File: src/rtl/static_lcd_drv.sv
module static_lcd_drv #(
  parameter int NSEG       = 40,
  parameter int LO_SEGS    = 16,
  parameter int DIV_W      = 15,
  parameter int DISP_BASE  = 3,
  parameter int BLINK_BASE = 12
) (
  input  logic            clk,
  input  logic            rst,
  input  logic [NSEG-1:0] seg_data,
  input  logic            seg_load,
  input  logic            seg_lo_off,
  input  logic            seg_hi_off,
  input  logic            com_a_off,
  input  logic            com_b_off,
  input  logic            blink_off,
  input  logic [2:0]      disp_sel,
  input  logic [1:0]      blink_sel,
  input  logic            blink_ext_sel,
  input  logic            blink_ext_clk,
  output logic [NSEG-1:0] seg_out,
  output logic            com_a,
  output logic            com_b
);
  localparam int DISP_MAX  = 4;
  localparam int BLINK_MAX = 2;

  logic [DIV_W-1:0] div_q;
  logic [NSEG-1:0]  data_q;
  logic [NSEG-1:0]  seg_nxt;
  logic [2:0]       dsel;
  logic [1:0]       bsel;
  logic [DIV_W-1:0] d_sh, b_sh;
  logic             dclk, bclk, gate;

  assign dsel = (disp_sel > 3'(DISP_MAX)) ? 3'(DISP_MAX) : disp_sel;
  assign bsel = (blink_sel > 2'(BLINK_MAX)) ? 2'(BLINK_MAX) : blink_sel;
  assign d_sh = div_q >> (DISP_BASE + int'(dsel));
  assign b_sh = div_q >> (BLINK_BASE + int'(bsel));
  assign dclk = d_sh[0];
  assign bclk = blink_ext_sel ? blink_ext_clk : b_sh[0];
  assign gate = !blink_off && bclk;

  always_comb begin
    for (int i = 0; i < NSEG; i++) begin
      seg_nxt[i] = ((data_q[i] && !gate) ? dclk : !dclk)
                   && !((i < LO_SEGS) ? seg_lo_off : seg_hi_off);
    end
  end

  always_ff @(posedge clk) begin
    if (rst) begin
      div_q   <= '0;
      data_q  <= '0;
      seg_out <= '0;
      com_a   <= 1'b0;
      com_b   <= 1'b0;
    end else begin
      div_q   <= div_q + 1'b1;
      if (seg_load) data_q <= seg_data;
      seg_out <= seg_nxt;
      com_a   <= !com_a_off && !dclk;
      com_b   <= !com_b_off && !dclk;
    end
  end

  AST_COMS_MATCH: assert property (@(posedge clk) disable iff (rst)
    (!com_a_off && !com_b_off) |=> (com_a == com_b));
  AST_LIT_ANTI: assert property (@(posedge clk) disable iff (rst)
    (data_q[0] && !gate && !seg_lo_off && !com_a_off) |=> (seg_out[0] != com_a));
  AST_LO_OFF: assert property (@(posedge clk) disable iff (rst)
    seg_lo_off |=> (seg_out[LO_SEGS-1:0] == '0));
  AST_HI_OFF: assert property (@(posedge clk) disable iff (rst)
    seg_hi_off |=> (seg_out[NSEG-1:LO_SEGS] == '0));
  AST_COMA_OFF: assert property (@(posedge clk) disable iff (rst)
    com_a_off |=> !com_a);
  AST_COMB_OFF: assert property (@(posedge clk) disable iff (rst)
    com_b_off |=> !com_b);
  AST_BLINK_DARK: assert property (@(posedge clk) disable iff (rst)
    (gate && !seg_lo_off && !com_a_off) |=> (seg_out[0] == com_a));
endmodule

File: config.mk
export PLATFORM = sky130hd
export DESIGN_NAME = static_lcd_drv
export DESIGN_NICKNAME = d
export VERILOG_FILES = /design/src/rtl/static_lcd_drv.sv
export SDC_FILE = /design/constraint.sdc
export NUM_CORES = 1
export LEC_CHECK = 0
export ABC_AREA = 1
export BUFFER_PORTS_ARGS = -buffer_cell sky130_fd_sc_hd__buf_2
export CAP_MARGIN = 20
export CORE_ASPECT_RATIO = 0.9
export CORE_UTILIZATION = 57
export CTS_CLUSTER_SIZE = 16
export DETAILED_ROUTE_END_ITERATION = 8
export PLACE_DENSITY_LB_ADDON = 0.1
export SYNTH_ARGS = -nofsm -noshare
export SYNTH_HDL_FRONTEND = slang
export SYNTH_SLANG_ARGS = --single-unit
File: constraint.sdc
create_clock -name clk -period 3.7 [get_ports clk]
set_input_delay 0.37 -clock clk [delete_from_list [all_inputs] [get_ports clk]]
set_output_delay 0.37 -clock clk [all_outputs]
set_load 0.005 [all_outputs]
After elaboration in Yosys (flattened, before gate mapping)
Index checks and enable logic that the tools add are counted.
Widths: inputs -> output; s select.

cells by class
  muxes and demuxes = 43
  reductions and logical operators = 90
  $lt $le $gt $ge = 2
  add/sub/neg operators = 3
  shift-type cells = 2

operators with widths
  operator               number
  $logic_and 1x1->1      83
  $mux 1                 41
  $add 15x1->15 const B  1
  $shr 15x4->1           1
  $shr 15x5->1           1
  $logic_not 1->1        7
  $add 4x2->5 const A    1
  $add 2x3->4 const A    1
  $gt 3x3->1 const B     1
  $mux 3                 1
  $gt 2x2->1 const B     1
  $mux 2                 1

storage, ports and cells
  output and inout bits = 42
  word-level logic and storage cells = 145
  register bits = 97
  input bits = 55

Depth between registers and ports, before layout
  depth after elaboration = 10
  mapped depth = 10
  mapped depth without buffers = 9

Worst setup path before layout
OpenSTA, ideal clock, no wires.

  kind = reg-to-reg
  start point = register div_q[0]
  end point = register div_q[10]
  library setup time = 119 ps
  clock period less this slack = 1267 ps
  required time = 3581 ps
  path buffers = 0
  arrival time = 1147 ps
  path slack = 2433 ps
  cell stages (with the launch flop) = 7
  path through = dfxtp_1 -> ha_1 -> nand3_2 -> nor3_4 -> nand2_1 -> o21ai_0 -> a21oi_1

between the ends
  longest elaborated chain between the ends = 1

RTL lines
  what                    line  source
  start, declared         28    logic [DIV_W-1:0] div_q;
  start signal, assigned  59    div_q <= div_q + 1'b1;
  $add 15x1->15           59

Every way passes these cells.
A chain may end at the register's enable or synchronous reset.

Worst setup path after layout
  start point = register div_q[12]
  end point = register seg_out[28]

between the ends
  longest elaborated chain between the ends = 7
  elaborated cells on any way between the ends = 9
  classes of those cells = shift: 2; mux: 2; reduce/logical: 5

RTL lines
  what                   line  source
  $shr 15x5->1           39    assign b_sh = div_q >> (BLINK_BASE + int'(bsel));
  $mux 1                 41    assign bclk = blink_ext_sel ? blink_ext_clk : b_sh[0];
  $logic_and 1x1->1      42    assign gate = !blink_off && bclk;
  $logic_not 1->1        46    seg_nxt[i] = ((data_q[i] && !gate) ? dclk : !dclk)
  $logic_and 1x1->1      46
  $mux 1 (*)             46
  $logic_and 1x1->1 (*)  47    && !((i < LO_SEGS) ? seg_lo_off : seg_hi_off);
  end signal, assigned   61    seg_out <= seg_nxt;
  end, declared          21    output logic [NSEG-1:0] seg_out,

Mark *: on every way between the ends. The rest lies on a longest branch, timed or not.

==> results.ini <==
[power_and_ir_drop]
irDropWorstVdd_v = 0.0003127
powerDensity_nw_per_um2 = 425.6
p_leak_uw = 0.002466

[floorplanning]
core_area_sq_um = 6726
core.rowCount = 28
start_util_pct = 60.62
die_h_um = 82.24
die-area_sq_um = 7497
dieWidth_um = 91.16
num_io_pins = 97

[clocking]
worst_skew_pair.late_latency_ns = 0.36
tritoncts = yes
cts_buffers = 9
clockRootBuffer = clkbuf_8
htree_levels = 3
clock-sinks = 97
post_cts.resized_instances = 0
cts_setup_buffers = 0
cts_buffer_depth = 2
path_clk_slew_ns = 0.10
cts_hold_buf = 0

[synthesis]
synth_cells = 548
async_reset_ff_share_pct = 0
postSynthAreaPerCell_sq_um = 7.441
synth-seq-cells = 97
ys_types = 27
synth.top_cells.by_area = dfxtp_1 (48%), nor2_1 (12%), nand2_1 (9.5%)
synthesis.area_sq_um = 4078
yosys.area.top_type = dfxtp_1
syn_nets = 604
synth_ff_type = dfxtp_1
netlist.area_leader.share_pct = 47.62
yosys_warnings = 0
synth-edff-count = 0
synth-seq-area-share_pct = 47.62

[routing]
drt_iter0_drc = 210
drt-pass1-iter-count = 4
ant_nets = 0
remaining_drc_errors = 0
viasPerCell = 4.900
dr_total_vias = 3528
wl_per_cell_um = 11.37
routed_wl_mm = 8.184

[global_route]
antenna_found_initial = 0
grt_pass1_wl_mm = 13.19
grt-ovfl-total = 0
grt_use_total_pct = 22.19
grt_pass1_vias = 3092
grt_start_max_net_pins = 83

[timing]
hold_violations = 0
finalSetupViolCount = 0
slew_headroom_pct = 47.10
max_freq_ghz = 0.5983
setup_ws_ns = 2.028
slew_viol_final = 0
clock-skew-final_ns = 0.01283
period_share_pct = 45.18
tns_ns = 0
min_period_ns = 1.672
worst-slew-pin-transition_ns = 0.7935
rsz0062_at_grt = false

[setup_path]
crit_cells = 8
cpMostUsedCell = nand2_1
critPathArrivalTime_ns = 1.92
cpMaxStageDelayCell = nand2_2
r2r_end = seg_out[28]
cp_cell_sequence = inv_2 -> nand2_1 -> nand3_1 -> nand2_1 -> nand2_2 -> nand2_1 -> o21bai_1 -> nor2_1
cp_max_fo = 40
r2r-start = div_q[12]
crit_type = register to register
end_kind = register
start_kind = register
cpPeakStageDelay_ns = 0.57
r2r_cells = 8
startpoint = div_q[12]
worstSetupEndpoint = seg_out[28]
path_delay_family = simple AND/OR/NAND/NOR gates
crit_buf_inv = 1
crit_required_ns = 3.95
reg2reg_slack_ns = 2.03

[final_layout]
areaGrowthSynthToFinish_pct = 14.30
final_common_cell = nor2_1
layout-drive-gt1-share_pct = 19.84
num_antenna_cells = 0
mostFrequentLayoutCells = nor2_1 (129), nand2_1 (103), dfxtp_1 (97)
final_util_pct = 69.29
nNetsFinal = 682

[placement]
port_buffers = 96
gp_congestion = 0.7817
place_ws_ns = 1.749
place_hpwl_mm = 5.477

[outcome]
outcome = completed

[min_path]
hp-class = input pin to register

[run]
maxCapViolations = 0

where the power goes:
part	switching (uW)	internal (uW)	leakage [uW]
clock	363	265	0.0000895
combinational	130	96.7	0.00157
sequential	23.1	1110	0.000802
Yosys cell counts (4+ instances only):
library cell / count
a21oi_1: 10
dfxtp_1: 97
nand4_1: 4
o21bai_1: 40
inv_1: 58
buf_4: 4
nand3_2: 4
nand3_1: 6
nor2_1: 129
clkbuf_1: 11
o21ai_0: 41
nor3_1: 6
nand2_1: 103
buf_6: 11
o21ai_1: 6
per-layer routing:
layer / global-route usage [%] / up-vias / wire length, um
met2: 42.35 / 99 / 4106
met3: 5.952 / 4 / 500
met1: 24.83 / 1579 / 3550
met4: 5.873 / 0 / 27
li1: - / 1846 / -
met5: 0 / - / 0
logic make-up (layout without fill, tap and decap cells):
| logic type | Yosys count | count (layout) | synth area share, % |
|---|---|---|---|
| and+or+nand+nor | 259 | 259 | 26.33 |
| adders and majority gates | 1 | 1 | 0.3068 |
| buffers and inverters | 91 | 173 | 10.86 |
| AOI/OAI and AO/OA | 99 | 99 | 14.67 |
| DFF | 97 | 97 | 47.62 |
| xor gates and xnor gates | 1 | 1 | 0.2148 |
flip-flops by register name (all words and copies together) (netlist names):
register	cells
seg_out	40
data_q	40
com_a	1
div_q	15
com_b	1
final cells by class:
class | count | area (sq um)
clock buffer | 10 | 137.6
clock inverter | 5 | 38.79
fill | 613 | 2066
inverter | 61 | 229.0
multi-input combinational | 360 | 1693
sequential | 97 | 1942
tap | 90 | 112.6
timing repair buffer | 97 | 508.0
stage by stage:
stage	cell area (sq um)	cells	hold WS (ns)	total power, uW
2_1_floorplan	4078	548	0.4367	1304
3_3_place_gp	4457	704	0.4472	1369
3_5_place_dp	4484	705	0.4537	1381
4_1_cts	4661	720	0.1578	1997
5_1_grt	4661	720	0.1532	2079
6_report	4661	720	0.1654	1984
worst min-delay path by stage:
stage,startpoint,end,slack [ns],depth (start not counted)
after floorplan,div_q[8],div_q[8],0.44,2
after global placement,div_q[9],div_q[9],0.45,2
after detailed placement,div_q[9],div_q[9],0.45,2
after CTS,com_a_off,com_a,0.16,2
after global routing,com_b_off,com_b,0.15,2
final,com_b_off,com_b,0.17,2
(Power assumes the default switching activity.)
